$ cat src/rtl/sdp_pkg.sv
package sdp_pkg;

    localparam int SDP_DATA_W  = 16;
    localparam int SDP_BANKS   = 4;
    localparam int SDP_DEPTH   = 8;
    localparam int SDP_GUARD_W = 4;
    localparam int SDP_FRAC    = 4;

    // control that travels beside the datapath through every stage
    typedef struct packed {
        logic valid;
        logic first;
        logic last;
    } sdp_ctl_t;

    localparam sdp_ctl_t SDP_CTL_IDLE = '{valid: 1'b0, first: 1'b0, last: 1'b0};

endpackage

$ cat src/rtl/sdp_vec_bank.sv
module sdp_vec_bank #(
    parameter int DATA_W = 16,
    parameter int DEPTH  = 8,
    localparam int AW    = (DEPTH > 1) ? $clog2(DEPTH) : 1
) (
    input  logic              clk,
    input  logic              wr_en,
    input  logic [AW-1:0]     wr_addr,
    input  logic [DATA_W-1:0] wr_data,
    input  logic              rd_en,
    input  logic [AW-1:0]     rd_addr,
    output logic [DATA_W-1:0] rd_data
);

    logic [DATA_W-1:0] mem_q [DEPTH];

    always_ff @(posedge clk) begin
        if (wr_en) begin
            mem_q[wr_addr] <= wr_data;
        end
        if (rd_en) begin
            rd_data <= mem_q[rd_addr];
        end
    end

endmodule

$ cat src/rtl/sdp_lane_tree.sv
module sdp_lane_tree
    import sdp_pkg::*;
#(
    parameter int DATA_W = 16,
    parameter int LANES  = 4,
    localparam int LOG_L = (LANES > 1) ? $clog2(LANES) : 1,
    localparam int SUM_W = 2 * DATA_W + LOG_L,
    localparam int NODES = 2 * LANES - 1
) (
    input  logic                     clk,
    input  logic                     rst,
    input  sdp_ctl_t                 in_ctl,
    input  logic [LANES*DATA_W-1:0]  in_vals,
    input  logic [LANES*DATA_W-1:0]  in_vec,
    output sdp_ctl_t                 out_ctl,
    output logic signed [SUM_W-1:0]  out_sum
);

    // heap-ordered tree: node k has children 2k+1 and 2k+2, leaves at LANES-1..
    logic signed [SUM_W-1:0] node [NODES];

    for (genvar i = 0; i < LANES; i++) begin : g_leaf
        logic signed [DATA_W-1:0]   a_s;
        logic signed [DATA_W-1:0]   b_s;
        logic signed [2*DATA_W-1:0] prod;
        assign a_s  = in_vals[i*DATA_W +: DATA_W];
        assign b_s  = in_vec[i*DATA_W +: DATA_W];
        assign prod = a_s * b_s;
        assign node[LANES-1+i] = SUM_W'(prod);
    end

    for (genvar k = 0; k < LANES - 1; k++) begin : g_node
        assign node[k] = node[2*k+1] + node[2*k+2];
    end

    always_ff @(posedge clk) begin
        if (rst) begin
            out_ctl <= SDP_CTL_IDLE;
            out_sum <= '0;
        end else begin
            out_ctl <= in_ctl;
            if (in_ctl.valid) begin
                out_sum <= node[0];
            end
        end
    end

endmodule

$ cat src/rtl/sdp_accum.sv
module sdp_accum
    import sdp_pkg::*;
#(
    parameter int SUM_W      = 34,
    parameter int GUARD_W    = 4,
    parameter int DATA_W     = 16,
    parameter int FRAC_SHIFT = 4,
    localparam int ACC_W     = SUM_W + GUARD_W
) (
    input  logic                    clk,
    input  logic                    rst,
    input  sdp_ctl_t                in_ctl,
    input  logic signed [SUM_W-1:0] in_sum,
    output logic                    res_valid,
    output logic [DATA_W-1:0]       res_data
);

    localparam logic signed [ACC_W-1:0] MAX_V =
        {{(ACC_W-DATA_W+1){1'b0}}, {(DATA_W-1){1'b1}}};
    localparam logic signed [ACC_W-1:0] MIN_V = ~MAX_V;

    logic signed [ACC_W-1:0] acc_q;
    logic signed [ACC_W-1:0] acc_nxt;
    logic signed [ACC_W-1:0] scaled;
    logic [DATA_W-1:0]       clamped;

    always_comb begin
        acc_nxt = (in_ctl.first ? '0 : acc_q) + ACC_W'(in_sum);
        scaled  = acc_nxt >>> FRAC_SHIFT;
        if (scaled > MAX_V) begin
            clamped = MAX_V[DATA_W-1:0];
        end else if (scaled < MIN_V) begin
            clamped = MIN_V[DATA_W-1:0];
        end else begin
            clamped = scaled[DATA_W-1:0];
        end
    end

    always_ff @(posedge clk) begin
        if (rst) begin
            acc_q     <= '0;
            res_valid <= 1'b0;
            res_data  <= '0;
        end else begin
            res_valid <= in_ctl.valid && in_ctl.last;
            if (in_ctl.valid) begin
                acc_q <= acc_nxt;
                if (in_ctl.last) begin
                    res_data <= clamped;
                end
            end
        end
    end

endmodule

$ cat src/rtl/sdp_engine.sv
module sdp_engine
    import sdp_pkg::*;
#(
    parameter int DATA_W     = SDP_DATA_W,
    parameter int NUM_BANKS  = SDP_BANKS,
    parameter int BANK_DEPTH = SDP_DEPTH,
    parameter int GUARD_W    = SDP_GUARD_W,
    parameter int FRAC_SHIFT = SDP_FRAC,
    localparam int AW        = (BANK_DEPTH > 1) ? $clog2(BANK_DEPTH) : 1,
    localparam int BSEL_W    = (NUM_BANKS > 1) ? $clog2(NUM_BANKS) : 1,
    localparam int LOG_B     = (NUM_BANKS > 1) ? $clog2(NUM_BANKS) : 1,
    localparam int SUM_W     = 2 * DATA_W + LOG_B
) (
    input  logic                        clk,
    input  logic                        rst,
    input  logic                        wr_en,
    input  logic [BSEL_W-1:0]           wr_bank,
    input  logic [AW-1:0]               wr_addr,
    input  logic [DATA_W-1:0]           wr_data,
    input  logic                        beat_valid,
    input  logic                        beat_last,
    input  logic [NUM_BANKS*DATA_W-1:0] beat_vals,
    input  logic [NUM_BANKS*AW-1:0]     beat_idx,
    output logic                        busy,
    output logic                        res_valid,
    output logic [DATA_W-1:0]           res_data
);

    logic                        row_open_q;
    sdp_ctl_t                    in_ctl;
    sdp_ctl_t                    s1_ctl_q;
    logic [NUM_BANKS*DATA_W-1:0] s1_vals_q;
    logic [NUM_BANKS*DATA_W-1:0] s1_vec;
    sdp_ctl_t                    s2_ctl;
    logic signed [SUM_W-1:0]     s2_sum;
    logic                        wr_ok;

    assign in_ctl = '{valid: beat_valid, first: beat_valid && !row_open_q, last: beat_last};
    assign busy   = row_open_q || s1_ctl_q.valid || s2_ctl.valid;
    assign wr_ok  = wr_en && !busy && !beat_valid;

    always_ff @(posedge clk) begin
        if (rst) begin
            row_open_q <= 1'b0;
            s1_ctl_q   <= SDP_CTL_IDLE;
            s1_vals_q  <= '0;
        end else begin
            s1_ctl_q <= in_ctl;
            if (beat_valid) begin
                row_open_q <= !beat_last;
                s1_vals_q  <= beat_vals;
            end
        end
    end

    for (genvar b = 0; b < NUM_BANKS; b++) begin : g_bank
        sdp_vec_bank #(
            .DATA_W (DATA_W),
            .DEPTH  (BANK_DEPTH)
        ) bank_i (
            .clk     (clk),
            .wr_en   (wr_ok && (wr_bank == BSEL_W'(b))),
            .wr_addr (wr_addr),
            .wr_data (wr_data),
            .rd_en   (beat_valid),
            .rd_addr (beat_idx[b*AW +: AW]),
            .rd_data (s1_vec[b*DATA_W +: DATA_W])
        );
    end

    sdp_lane_tree #(
        .DATA_W (DATA_W),
        .LANES  (NUM_BANKS)
    ) tree_i (
        .clk     (clk),
        .rst     (rst),
        .in_ctl  (s1_ctl_q),
        .in_vals (s1_vals_q),
        .in_vec  (s1_vec),
        .out_ctl (s2_ctl),
        .out_sum (s2_sum)
    );

    sdp_accum #(
        .SUM_W      (SUM_W),
        .GUARD_W    (GUARD_W),
        .DATA_W     (DATA_W),
        .FRAC_SHIFT (FRAC_SHIFT)
    ) acc_i (
        .clk       (clk),
        .rst       (rst),
        .in_ctl    (s2_ctl),
        .in_sum    (s2_sum),
        .res_valid (res_valid),
        .res_data  (res_data)
    );

endmodule

$ cat config.mk
export PLATFORM = sky130hd
export DESIGN_NAME = sdp_engine
export DESIGN_NICKNAME = d
export VERILOG_FILES = /design/src/rtl/sdp_pkg.sv /design/src/rtl/sdp_vec_bank.sv /design/src/rtl/sdp_lane_tree.sv /design/src/rtl/sdp_accum.sv /design/src/rtl/sdp_engine.sv
export SDC_FILE = /design/constraint.sdc
export NUM_CORES = 2
export LEC_CHECK = 0
export BUFFER_PORTS_ARGS = -buffer_cell sky130_fd_sc_hd__buf_2
export CAP_MARGIN = 20
export CORE_MARGIN = 10
export CORE_UTILIZATION = 35
export CTS_CLUSTER_DIAMETER = 40
export CTS_CLUSTER_SIZE = 30
export DETAILED_ROUTE_END_ITERATION = 10
export PLACE_DENSITY = 0.58
export SYNTH_ARGS = -nofsm -noshare
export SYNTH_HDL_FRONTEND = slang
export SYNTH_HIERARCHICAL = 1
export SYNTH_SLANG_ARGS = --single-unit
$ cat constraint.sdc
create_clock -name clk -period 26.9 [get_ports clk]
set_clock_uncertainty 0.1 [all_clocks]
set_input_delay 2.69 -clock clk [delete_from_list [all_inputs] [get_ports clk]]
set_output_delay 2.69 -clock clk [all_outputs]
set_load 0.005 [all_outputs]
==> impl_summary.txt <==
----------------------------------------------------
[CTS]
  Maximum buffer depth of the clock tree ... 3
  Count of hold buffers inserted by post-cts repair ... 0
  Register clock-pin slew on the reported worst setup and hold paths ... 0.05 ns
  CTS sink count ... 736
  Worst skew pair latency ... 0.77 ns
  Number of resized instances in the post-cts repair step ... 0
  CTS tree ... done
  Post-CTS setup buffer count ... 0
  Master cell of the clock root buffer ... sky130_fd_sc_hd__clkbuf_16
  Cts bufs inserted ... 111
  CTS H-tree lvls ... 3

[Layout]
  Area taken by flip-flops and latches ... 0.0205 sq mm
  P&R area growth vs syn ... 10.1%
  Count of fill cells added during filler insertion ... 19600
  Combined area of the multi-input logic cells ... 0.0455 sq mm
  Fraction of layout cells with a size suffix above 1 ... 8.30%
  Number of nets in the layout ... 8071
  Final non-filler cell total ... 9225

[STA]
  Peak clock frequency supported by timing ... 0.0986 GHz
  Sum of negative setup slack ... 0 ns
  Fin. max-slew vios ... 0
  Setup repair after global routing missed its margin ... false
  Worst Hold Slack ... 0.330 ns
  Tcrit/Tclk final ... 37.7%
  Finish-stage setup viols ... 0
  Worst-case setup margin in the final layout ... 16.76 ns
  Fin crit period ... 10.14 ns
  Slew Limit Headroom ... 30.7%
  Tightest Pin Transition ... 1.04 ns
  Final number of hold-violating endpoints ... 0

[Drt]
  Routed wire length ... 178 mm
  Post-route antenna net violation count ... 0
  Number of detailed-route iterations in the first pass ... 6
  Number of violations reported at the end of detailed-routing iteration 0 ... 2615
  Via density ... 4.84
  WL/cell ... 19.3 microns
  Routed via count ... 44700
  Residual DRC ... 0

[Placement]
  Number of instances in the placed design ... 9006
  Port-buffer cells ... 119
  Dpl hpwl ... 139 mm
  Weighted congestion at the end of routability-driven global placement ... 0.847
  Pre-CTS setup slack ... 16.83 ns

[Die]
  DIE HEIGHT ... 474 microns
  Row count ... 166
  IO Pins ... 120
  Die ar. ... 0.225 sq mm
  Core Region ... 0.205 sq mm
  Initial Utilization ... 35.2%
  Die extent in x ... 474 microns

[Worst hold path]
  Hold Path Class ... flop to flop

[Global route]
  Vias in the first global route ... 48900
  Met2 demand-to-capacity share in global routing ... 26.6%
  Fraction of met1 tracks used by global routing ... 21.2%
  M3 GR Usage ... 3.36%
  Largest net degree at the start of global routing ... 93
  Initial antenna violation count ... 28
  Grt ovf ... 0
  Total track usage ... 16.1%
  Grt peak-use layer ... met2
  Wire length of the first global-routing pass ... 282 mm

[Synth]
  Yosys warns ... 6
  Post-synthesis sequential area ratio ... 28.4%
  EDFF count, synth ... 576
  Average cell area after synthesis ... 11.3 sq um
  Asr flop ratio synth ... 0%
  Mapped Nets ... 8023
  Area of the mapped netlist ... 0.0723 sq mm
  Primary FF master, synth ... sky130_fd_sc_hd__edfxtp_1
  Number of storage elements in the synthesis netlist ... 736
  Cells after Synth ... 6383
  Number of different library cells in the post-synthesis netlist ... 100

[Setup path]
  Highest net fanout along the worst path ... 16
  CP endpoint kind ... flop
  Critical path startpoint category ... flop
  Arrival time worst endpoint ... 10.71 ns
  Critical-path top delay cell ... sky130_fd_sc_hd__and2_1
  Worst stage delay on the critical path ... 0.88 ns
  Dominant cell type by count on the critical path ... sky130_fd_sc_hd__fa_1
  CP required ... 27.46 ns
  Type of the worst setup path ... flop to flop

[Job]
  Max-capacitance violation count ... 0

[Status]
  Run status ... completed

----------------------------------------------------
area by class of cell:
cell class                 count  share of cell area [%]
multi-input combinational   4035                    57.2
sequential                   736                    25.8
inverter                    1382                    6.52
tap                         2688                    4.23
clock buffer                 113                    3.50
clock inverter                99                    1.57
timing repair buffer         165                    1.22
antenna                        7                  0.0220
cells in the mapped netlist, types with 22 or more instances:
master	number	area, sq um
sky130_fd_sc_hd__a21o_1	34	255
sky130_fd_sc_hd__mux2i_1	108	1080
sky130_fd_sc_hd__mux4_1	112	2940
sky130_fd_sc_hd__buf_6	24	270
sky130_fd_sc_hd__mux2_2	65	732
sky130_fd_sc_hd__nor2_1	306	1150
sky130_fd_sc_hd__xor2_1	33	289
sky130_fd_sc_hd__edfxtp_1	576	17300
sky130_fd_sc_hd__ha_1	368	4600
sky130_fd_sc_hd__fa_1	1170	23400
sky130_fd_sc_hd__a21oi_1	114	571
sky130_fd_sc_hd__and2_1	514	3220
sky130_fd_sc_hd__dfxtp_1	160	3200
sky130_fd_sc_hd__o21a_1	24	180
sky130_fd_sc_hd__inv_1	1380	5180
sky130_fd_sc_hd__nor2b_1	59	369
sky130_fd_sc_hd__nand2_1	570	2140
sky130_fd_sc_hd__nand2b_1	43	269
sky130_fd_sc_hd__o21ai_0	54	270
sky130_fd_sc_hd__clkbuf_1	158	593
sky130_fd_sc_hd__xnor2_1	104	911
sky130_fd_sc_hd__nand3_1	34	170
sky130_fd_sc_hd__buf_1	22	82.6
sky130_fd_sc_hd__nor3_1	39	195
state kept, by name, indices dropped and copies added, names as in the netlist:
name                   count
tree_i/out_sum            34
s1_ctl_q                   3
acc_i/res_valid            1
g_bank.bank_i/mem_q      512
s1_vals_q                 64
tree_i/out_ctl             3
row_open_q                 1
g_bank.bank_i/rd_data     64
acc_i/acc_q               38
acc_i/res_data            16
worst max-delay path, delay by kind of cell, from the launching register on:
family / cells / cell delay (ns)
adders and majority gates: 10 / 4.77
AOI/OAI and AO/OA: 9 / 1.99
and+or+nand+nor: 7 / 1.62
DFF: 1 / 0.81
muxes: 1 / 0.34
xor gates and xnor gates: 1 / 0.24
buffers and inverters: 4 / 0.21
per-layer routing:
metal / part of all wire [%] / vias to the layer above
li1: - / 20300
met4: 3.2 / 34
met2: 48 / 1021
met5: 0.10 / -
met3: 5.7 / 300
met1: 43 / 23000
worst paths after layout:
path | start | slack, ns | to | cells after the start
worst max register to register | g_bank[3].bank_i/rd_data[0]$_DFFE_PP_ | 16.76 | tree_i/out_sum[26]$_SDFFE_PP0P_ | 32
worst max-delay path | g_bank[3].bank_i/rd_data[0]$_DFFE_PP_ | 16.76 | tree_i/out_sum[26]$_SDFFE_PP0P_ | 32
worst min-delay path | s1_ctl_q[0]$_SDFF_PP0_ | 0.33 | tree_i/out_ctl[0]$_SDFF_PP0_ | 1
worst min register to register | s1_ctl_q[0]$_SDFF_PP0_ | 0.33 | tree_i/out_ctl[0]$_SDFF_PP0_ | 1
metrics by stage:
| stage | util (%) | cell area, sq um |
|---|---|---|
| floorplan | - | 72300 |
| global placement | 36.8 | 75500 |
| detailed placement | 36.8 | 75500 |
| CTS | 38.8 | 79600 |
| global route | 38.8 | 79600 |
| finish | 38.8 | 79600 |
cells in the final DEF, fill, tap and decap left out, types with 59 or more instances in the layout:
cell type,netlist,routed
sky130_fd_sc_hd__xnor2_1,104,104
sky130_fd_sc_hd__nand2_1,570,570
sky130_fd_sc_hd__mux2i_1,108,108
sky130_fd_sc_hd__nor2b_1,59,59
sky130_fd_sc_hd__nor2_1,306,306
sky130_fd_sc_hd__mux2_2,65,65
sky130_fd_sc_hd__buf_2,14,117
sky130_fd_sc_hd__mux4_1,112,112
sky130_fd_sc_hd__inv_1,1380,1380
sky130_fd_sc_hd__ha_1,368,368
sky130_fd_sc_hd__and2_1,514,514
sky130_fd_sc_hd__clkbuf_16,0,111
sky130_fd_sc_hd__a21oi_1,114,114
sky130_fd_sc_hd__edfxtp_1,576,576
sky130_fd_sc_hd__fa_1,1170,1170
sky130_fd_sc_hd__dfxtp_1,160,159
logic make-up after synthesis:
kind of cell / Yosys count / synth area share [%]
mux: 301 / 7.08
buf+inv: 1612 / 8.71
fa+ha+maj: 1538 / 38.8
xor+xnor: 140 / 1.73
flops: 736 / 28.4
simple gates: 1638 / 11.2
compound gates: 418 / 4.16
Power is left out: the tool's default activity adds up to more than one toggle a clock period on the data nets, which glitch-free logic cannot reach.
